$ cat config.mk
export PLATFORM = sky130hd
export DESIGN_NAME = wdog_paired_clear
export DESIGN_NICKNAME = d
export VERILOG_FILES = /design/src/rtl/wdog_pkg.sv /design/src/rtl/wdog_tick_sel.sv /design/src/rtl/wdog_clear_ctl.sv /design/src/rtl/wdog_count.sv /design/src/rtl/wdog_paired_clear.sv
export SDC_FILE = /design/constraint.sdc
export NUM_CORES = 1
export LEC_CHECK = 0
export ABC_AREA = 1
export CORE_AREA = 3 3 58 60
export DETAILED_ROUTE_END_ITERATION = 16
export DIE_AREA = 0 0 61 63
export GPL_ROUTABILITY_DRIVEN = 0
export HOLD_SLACK_MARGIN = 0.03
export PLACE_DENSITY = 0.73
export SYNTH_ARGS = -nofsm -noshare
export SYNTH_HDL_FRONTEND = slang
export SYNTH_SLANG_ARGS = --single-unit
$ cat constraint.sdc
create_clock -name clk -period 1.9 [get_ports clk]
set_input_delay 0.38 -clock clk [delete_from_list [all_inputs] [get_ports clk]]
set_output_delay 0.38 -clock clk [all_outputs]
set_load 0.05 [all_outputs]
$ cat src/rtl/wdog_pkg.sv
package wdog_pkg;

    typedef enum logic [1:0] {
        SRC_RC        = 2'd0,
        SRC_XTAL      = 2'd1,
        SRC_INSTR     = 2'd2,
        SRC_INSTR_ALT = 2'd3
    } wdog_src_e;

    typedef struct packed {
        logic seen_a;
        logic seen_b;
    } clr_state_t;

    typedef struct packed {
        logic halt_q;
        logic chip_rst;
        logic warm_rst;
        logic to_flag;
    } top_state_t;

endpackage

$ cat src/rtl/wdog_tick_sel.sv
module wdog_tick_sel
    import wdog_pkg::*;
#(
    parameter int unsigned INSTR_DIV = 4
) (
    input  logic       clk,
    input  logic       rst_n,
    input  logic [1:0] src_sel,
    input  logic       tick_rc,
    input  logic       tick_xtal,
    output logic       tick
);
    localparam int unsigned DIV_W = (INSTR_DIV > 2) ? $clog2(INSTR_DIV) : 1;
    localparam logic [DIV_W-1:0] DIV_LAST = DIV_W'(INSTR_DIV - 1);

    typedef struct packed {
        logic [DIV_W-1:0] div;
    } tick_state_t;

    tick_state_t st_d, st_q;
    logic instr_tick;

    always_comb begin
        st_d       = st_q;
        instr_tick = (st_q.div == DIV_LAST);
        st_d.div   = instr_tick ? '0 : st_q.div + 1'b1;
        case (wdog_src_e'(src_sel))
            SRC_RC:   tick = tick_rc;
            SRC_XTAL: tick = tick_xtal;
            default:  tick = instr_tick;
        endcase
    end

    always_ff @(posedge clk or negedge rst_n) begin
        if (!rst_n) st_q <= '0;
        else        st_q <= st_d;
    end
endmodule

$ cat src/rtl/wdog_clear_ctl.sv
module wdog_clear_ctl
    import wdog_pkg::*;
(
    input  logic clk,
    input  logic rst_n,
    input  logic dual_mode,
    input  logic clr_one,
    input  logic clr_a,
    input  logic clr_b,
    input  logic flush,
    output logic clr_now
);
    clr_state_t st_d, st_q;

    always_comb begin
        st_d = st_q;
        if (dual_mode) clr_now = (clr_a | st_q.seen_a) & (clr_b | st_q.seen_b);
        else           clr_now = clr_one;
        st_d.seen_a = st_q.seen_a | clr_a;
        st_d.seen_b = st_q.seen_b | clr_b;
        if (!dual_mode || clr_now || flush) st_d = '0;
    end

    always_ff @(posedge clk or negedge rst_n) begin
        if (!rst_n) st_q <= '0;
        else        st_q <= st_d;
    end
endmodule

$ cat src/rtl/wdog_count.sv
module wdog_count #(
    parameter int unsigned CNT_W = 16
) (
    input  logic             clk,
    input  logic             rst_n,
    input  logic             tick,
    input  logic             wipe,
    input  logic             long_sel,
    output logic             expire,
    output logic [CNT_W-1:0] count
);
    localparam logic [CNT_W-1:0] LAST_SHORT = {1'b0, {(CNT_W-1){1'b1}}};
    localparam logic [CNT_W-1:0] LAST_LONG  = '1;

    logic [CNT_W-1:0] cnt_d, cnt_q;
    logic [CNT_W-1:0] last;

    always_comb begin
        last   = long_sel ? LAST_LONG : LAST_SHORT;
        expire = tick & ~wipe & (cnt_q == last);
        cnt_d  = cnt_q;
        if (wipe || expire) cnt_d = '0;
        else if (tick)      cnt_d = cnt_q + 1'b1;
    end

    always_ff @(posedge clk or negedge rst_n) begin
        if (!rst_n) cnt_q <= '0;
        else        cnt_q <= cnt_d;
    end

    assign count = cnt_q;
endmodule

$ cat src/rtl/wdog_paired_clear.sv
module wdog_paired_clear
    import wdog_pkg::*;
#(
    parameter int unsigned CNT_W     = 16,
    parameter int unsigned INSTR_DIV = 4
) (
    input  logic       clk,
    input  logic       rst_n,
    input  logic [1:0] src_sel,
    input  logic       tick_rc,
    input  logic       tick_xtal,
    input  logic       long_to,
    input  logic       dual_clr,
    input  logic       clr_one,
    input  logic       clr_a,
    input  logic       clr_b,
    input  logic       halt,
    output logic       chip_rst_req,
    output logic       warm_rst_req,
    output logic       to_flag
);
    top_state_t       st_d, st_q;
    logic             tick, clr_now, halt_entry, wipe, flush, expire;
    logic [CNT_W-1:0] cnt_w;

    wdog_tick_sel #(.INSTR_DIV(INSTR_DIV)) u_tick (
        .clk(clk), .rst_n(rst_n), .src_sel(src_sel),
        .tick_rc(tick_rc), .tick_xtal(tick_xtal), .tick(tick)
    );

    wdog_clear_ctl u_clr (
        .clk(clk), .rst_n(rst_n), .dual_mode(dual_clr), .clr_one(clr_one),
        .clr_a(clr_a), .clr_b(clr_b), .flush(flush), .clr_now(clr_now)
    );

    wdog_count #(.CNT_W(CNT_W)) u_cnt (
        .clk(clk), .rst_n(rst_n), .tick(tick), .wipe(wipe),
        .long_sel(long_to), .expire(expire), .count(cnt_w)
    );

    always_comb begin
        st_d          = st_q;
        halt_entry    = halt & ~st_q.halt_q;
        wipe          = clr_now | halt_entry;
        flush         = halt_entry | expire;
        st_d.halt_q   = halt;
        st_d.chip_rst = expire & ~halt;
        st_d.warm_rst = expire & halt;
        st_d.to_flag  = st_q.to_flag | (expire & ~halt);
    end

    always_ff @(posedge clk or negedge rst_n) begin
        if (!rst_n) st_q <= '0;
        else        st_q <= st_d;
    end

    assign chip_rst_req = st_q.chip_rst;
    assign warm_rst_req = st_q.warm_rst;
    assign to_flag      = st_q.to_flag;
endmodule

### Word-level counts from Yosys, hierarchy flattened

Index checks and enable logic that the tools add are counted.

* flip-flop bits (word level): 24
* input bits: 12
* word-level logic and storage cells: 40
* output and inout port bits: 3

* bitwise operators: 14
* equal/unequal tests: 3
* add/subtract/negate cells: 2
* multiplexer cells: 7
* reductions and logical operators: 6

Operators by type and width (count)
* two-way mux 16 bit: 3
* adder 16 x 1 -> 16 bit (second input constant): 1
* == test 16 bit: 1
* bitwise AND 1 bit: 6
* bitwise OR 1 bit: 5
* two-way mux 2 bit: 2
* logical OR 1 bit: 3
* inverter 1 bit: 3
* adder 2 x 1 -> 2 bit (second input constant): 1
* == test 2 x 1 -> 1 bit (second input constant): 1
* == test 2 bit (second input constant): 1
* logical NOT 2 bit: 1
* one-hot mux 1 bit (2 select lines): 1
* nonzero test 2 bit: 1
* logical NOT 1 bit: 1
* two-way mux 1 bit: 1

### Depth between registers and ports, before layout

* depth in word-level cells: 10
* depth in mapped cells: 10

### Hierarchy

Synthesis repeated with hierarchy kept, for this count alone.

* cells, all modules: 180
* area total of the unflattened synthesis: 1326.3 um^2

By module, submodules not included
* wdog_count: area each 960.9 um^2, cells each 134, times used 1, sequential area each 400.4 um^2
* wdog_paired_clear: area each 148.9 um^2, cells each 17, times used 1, sequential area each 100.1 um^2
* wdog_clear_ctl: area each 125.1 um^2, cells each 19, times used 1, sequential area each 50.0 um^2
* wdog_tick_sel: area each 91.3 um^2, cells each 10, times used 1, sequential area each 50.0 um^2

### Least setup slack after synthesis

No wires, ideal clock.

* kind: register to register
* start: register u_cnt.cnt_q[1] (netlist: u_cnt.count[1])
* end: register u_cnt.cnt_q[2] (netlist: u_cnt.count[2])
* cell stages (with the launch flop): 10
* arrival time: 1.415 ns
* slack: 0.364 ns
* path buffers: 1
* library setup time: 0.120 ns
* period minus slack after synthesis: 1.536 ns
* cell sequence: dfrtp_1 > ha_1 > nand2_2 > nor2_4 > nand2_2 > nor2_4 > nand3_4 > o21bai_4 > buf_12 > nor2_2

* cells in the longest elaborated chain, start to end: 4

Ends and longest elaborated chain
* start, declared: line wdog_count.sv:15 `logic [CNT_W-1:0] cnt_d, cnt_q;`
* start signal, assigned: line wdog_count.sv:28 `else cnt_q <= cnt_d;`
* parallel branches: the longest is 4 deep, another holds adder 16 x 1 -> 16 bit

Parallel ways; which one is timed is not known. The select of a mux whose other input is x is not followed.
A chain may end at the register's enable or synchronous reset.

### Worst setup path after layout

* start: register u_cnt.cnt_q[1] (netlist: u_cnt.count[1])
* end: register u_cnt.cnt_q[9] (netlist: u_cnt.count[9])

Same word-level chain as after synthesis.

==> reports/results.ini <==
[status]
status=finished clean

[grt]
grt_start_max_net_pins=25
gr-total-overflow=0
antenna_found_initial=0
grt_pass1_wl_um=3970
grtUsageTotal_pct=13.4
grt_pass1_vias=941

[clock_tree]
clk_pin_slew_ns=0.13
cts_root_buf=clkbuf_4
cts_buffers=3
cts_sinks=24
cts_tree=done
ctsHoldBuffers=0
clock_latency_ns=0.32
ctsHtreeMaxLevel=1
clk_path_buf_depth=2

[power_and_ir_drop]
peakVddDrop_uv=512
power.share.sequential_pct=51.9
power.net_switching_uw=216
switching_share_pct=21.4
leakage_uw=0.000750
powerDensity_nw_per_um2=639
p_clk_share_pct=36.5
power_frac_comb_pct=11.7
finalPower_uw=1010
cellInternalPower_uw=792

[yosys]
syn_nets=169
synth_largest_area_cell=dfrtp_1
ys_ff_latch=24
synth_cells=155
synth_edf_count=0
yosysSeqAreaShare_pct=46.2
synthTopCellsByCount=38 x nand2_1, 24 x dfrtp_1, 19 x inv_1, 19 x nor2_1, 12 x nand3_1
syn_avg_cell_area_um2=8.40
synth_area_leaders=dfrtp_1 46%, nand2_1 11%, xor2_1 6.1%
ys_types=21
ys.flop_type=dfrtp_1
yosysMostFrequentCell=nand2_1
synth_warnings=0
synth_area_um2=1300
synth_top_area_share_pct=46.2
async_flop_share_pct=100

[detailed_routing]
routed_wl_um=2230
drt_iter0_drc=22
via_per_inst=4.79
wl_met1_um=961
dr_total_vias=991
drc_errors=0
top_layer=met3
final_antenna_net_count=0
firstDrtPassIters=4
routedWlPerCell_um=10.8
dr_wl_met2_um=1150
route.met3.wl_um=121

[setup_path]
crit_type=flip-flop to flip-flop
crit_end=u_cnt.count[9]$_DFFE_PN0P_
timing.rr.start=u_cnt.count[1]$_DFFE_PN0P_
start_kind=flip-flop
r2r_end=u_cnt.count[9]$_DFFE_PN0P_
reg2regPathDepth=9
setup.worst_path.start=u_cnt.count[1]$_DFFE_PN0P_
critPathArrivalTime_ns=1.88
endpoint_kind=flip-flop
r2r_slack_ns=0.24
path_max_fanout=10
worst_ep_required_time_ns=2.12

[cells_and_area]
area_growth_pct=21.2
layout.nets=189
fillers=275
finalCoreUtilization_pct=52.9
layout-drive-gt1-share_pct=15.5
diodes=0

[timing]
worst_slew_pin_slew_ns=0.503
setup_viol=0
finalCritPeriodShare_pct=87.5
final.setup.worst_slack_ns=0.237
slew_headroom_pct=66.4
fin_skew_ns=0.00818
slew_violations=0
hold_violations=0
tns_ns=0
fin_crit_ns=1.66
rsz0062_at_grt=no
fmax_mhz=601

[die]
die_w_um=61
die-area_um2=3840
io_pins=15
die_y_um=63
core_area_um2=2980
initial_core_util_pct=43.7
fp-row-count=20

[place]
place_hpwl_um=1740
portBuffers=14
place_ws_ns=0.0359

[min_path]
hold_class=input pin to asynchronous set/reset pin

[job]
drv_cap=0

## state kept, by name (all words and copies together), names as in the netlist
name,count
chip_rst_req,1
to_flag,1
u_cnt.count,16
warm_rst_req,1
u_tick.st_q,2
st_q,1
u_clr.st_q,2
## cells by family (layout without fill, tap and decap cells)
group / count (synthesis) / in the layout / share of synthesized area, %
fa+ha+maj: 2 / 2 / 1.92
flops: 24 / 24 / 46.2
compound gates: 4 / 4 / 2.98
xor+xnor: 10 / 10 / 6.73
simple gates: 93 / 93 / 34.4
buf+inv: 22 / 41 / 7.79
## area by class of cell
cell class	instances	area, µm²	area share [%]
inverters	19	71.3	4.52
multi-input cells	109	599	38.0
clock buffers	3	22.5	1.43
flip-flops and latches	24	601	38.1
well taps	33	41.3	2.62
repair buffers	18	211	13.4
clock inverters	1	30.0	1.90
## power groups by stage
| stage | logic (µW) | clock network (µW) | registers [µW] |
|---|---|---|---|
| floorplan | 59.1 | 0 | 532 |
| global placement | 115 | 0 | 532 |
| detailed placement | 119 | 0 | 532 |
| CTS | 120 | 387 | 523 |
| global route | 129 | 406 | 524 |
| finish | 118 | 367 | 522 |
## per-stage QoR
| stage | cells | instance area [µm²] | hold WS [ns] |
|---|---|---|---|
| floorplan | 155 | 1300 | 0.0844 |
| detailed placement | 203 | 1520 | 0.433 |
| finish | 207 | 1580 | 0.396 |
| global route | 207 | 1580 | 0.402 |
| CTS | 207 | 1570 | 0.388 |
| global placement | 203 | 1520 | 0.414 |
## critical path: stages, from the launching register on
cell and delay, ns:
dfrtp_1 0.39, ha_1 0.21, nand2_2 0.09, nor2_4 0.12, nand2_2 0.08, nor2_4 0.16, nand3_4 0.11, o21bai_4 0.19
buf_12 0.16, nor2_1 0.05
## placed cells by master (no fill, tap or decap), drive strengths merged
cell / count
clkdlybuf4s50: 11
o21ai: 1
ha: 2
nor3: 2
a21o: 1
xor2: 9
nor2: 32
nand2: 40
dlymetal6s2s: 2
dfrtp: 24
xnor2: 1
nand4: 4
inv: 19
clkbuf: 3
nand3: 13
o21bai: 2
or2: 2
buf: 4
dlygate4sd2: 1
bufinv: 1
## worst min path at each step
stage	start	end	slack (ns)
2_1_floorplan	rst_n	chip_rst_req$_DFF_PN0_	0.08
3_3_place_gp	u_tick.st_q[0]$_DFF_PN0_	u_tick.st_q[0]$_DFF_PN0_	0.41
3_5_place_dp	u_tick.st_q[0]$_DFF_PN0_	u_tick.st_q[0]$_DFF_PN0_	0.43
4_1_cts	rst_n	u_cnt.count[3]$_DFFE_PN0P_	0.39
5_1_grt	rst_n	u_cnt.count[3]$_DFFE_PN0P_	0.40
6_report	rst_n	u_cnt.count[3]$_DFFE_PN0P_	0.40
## per-layer routing
layer / vias up / track usage, %
met5: - / 0
met4: 0 / 1.63
met3: 0 / 5.17
met2: 18 / 22.2
met1: 460 / 16.7
li1: 513 / -
## repair_timing
action                                  CTS  global route
gates resized for setup                   1             2
setup buffers                             0             0
cloned                                    0             0
endpoints found under the setup margin    1             2
hold endpoints to repair                  0             0
Note: power is estimated with default switching activity, not from simulation.
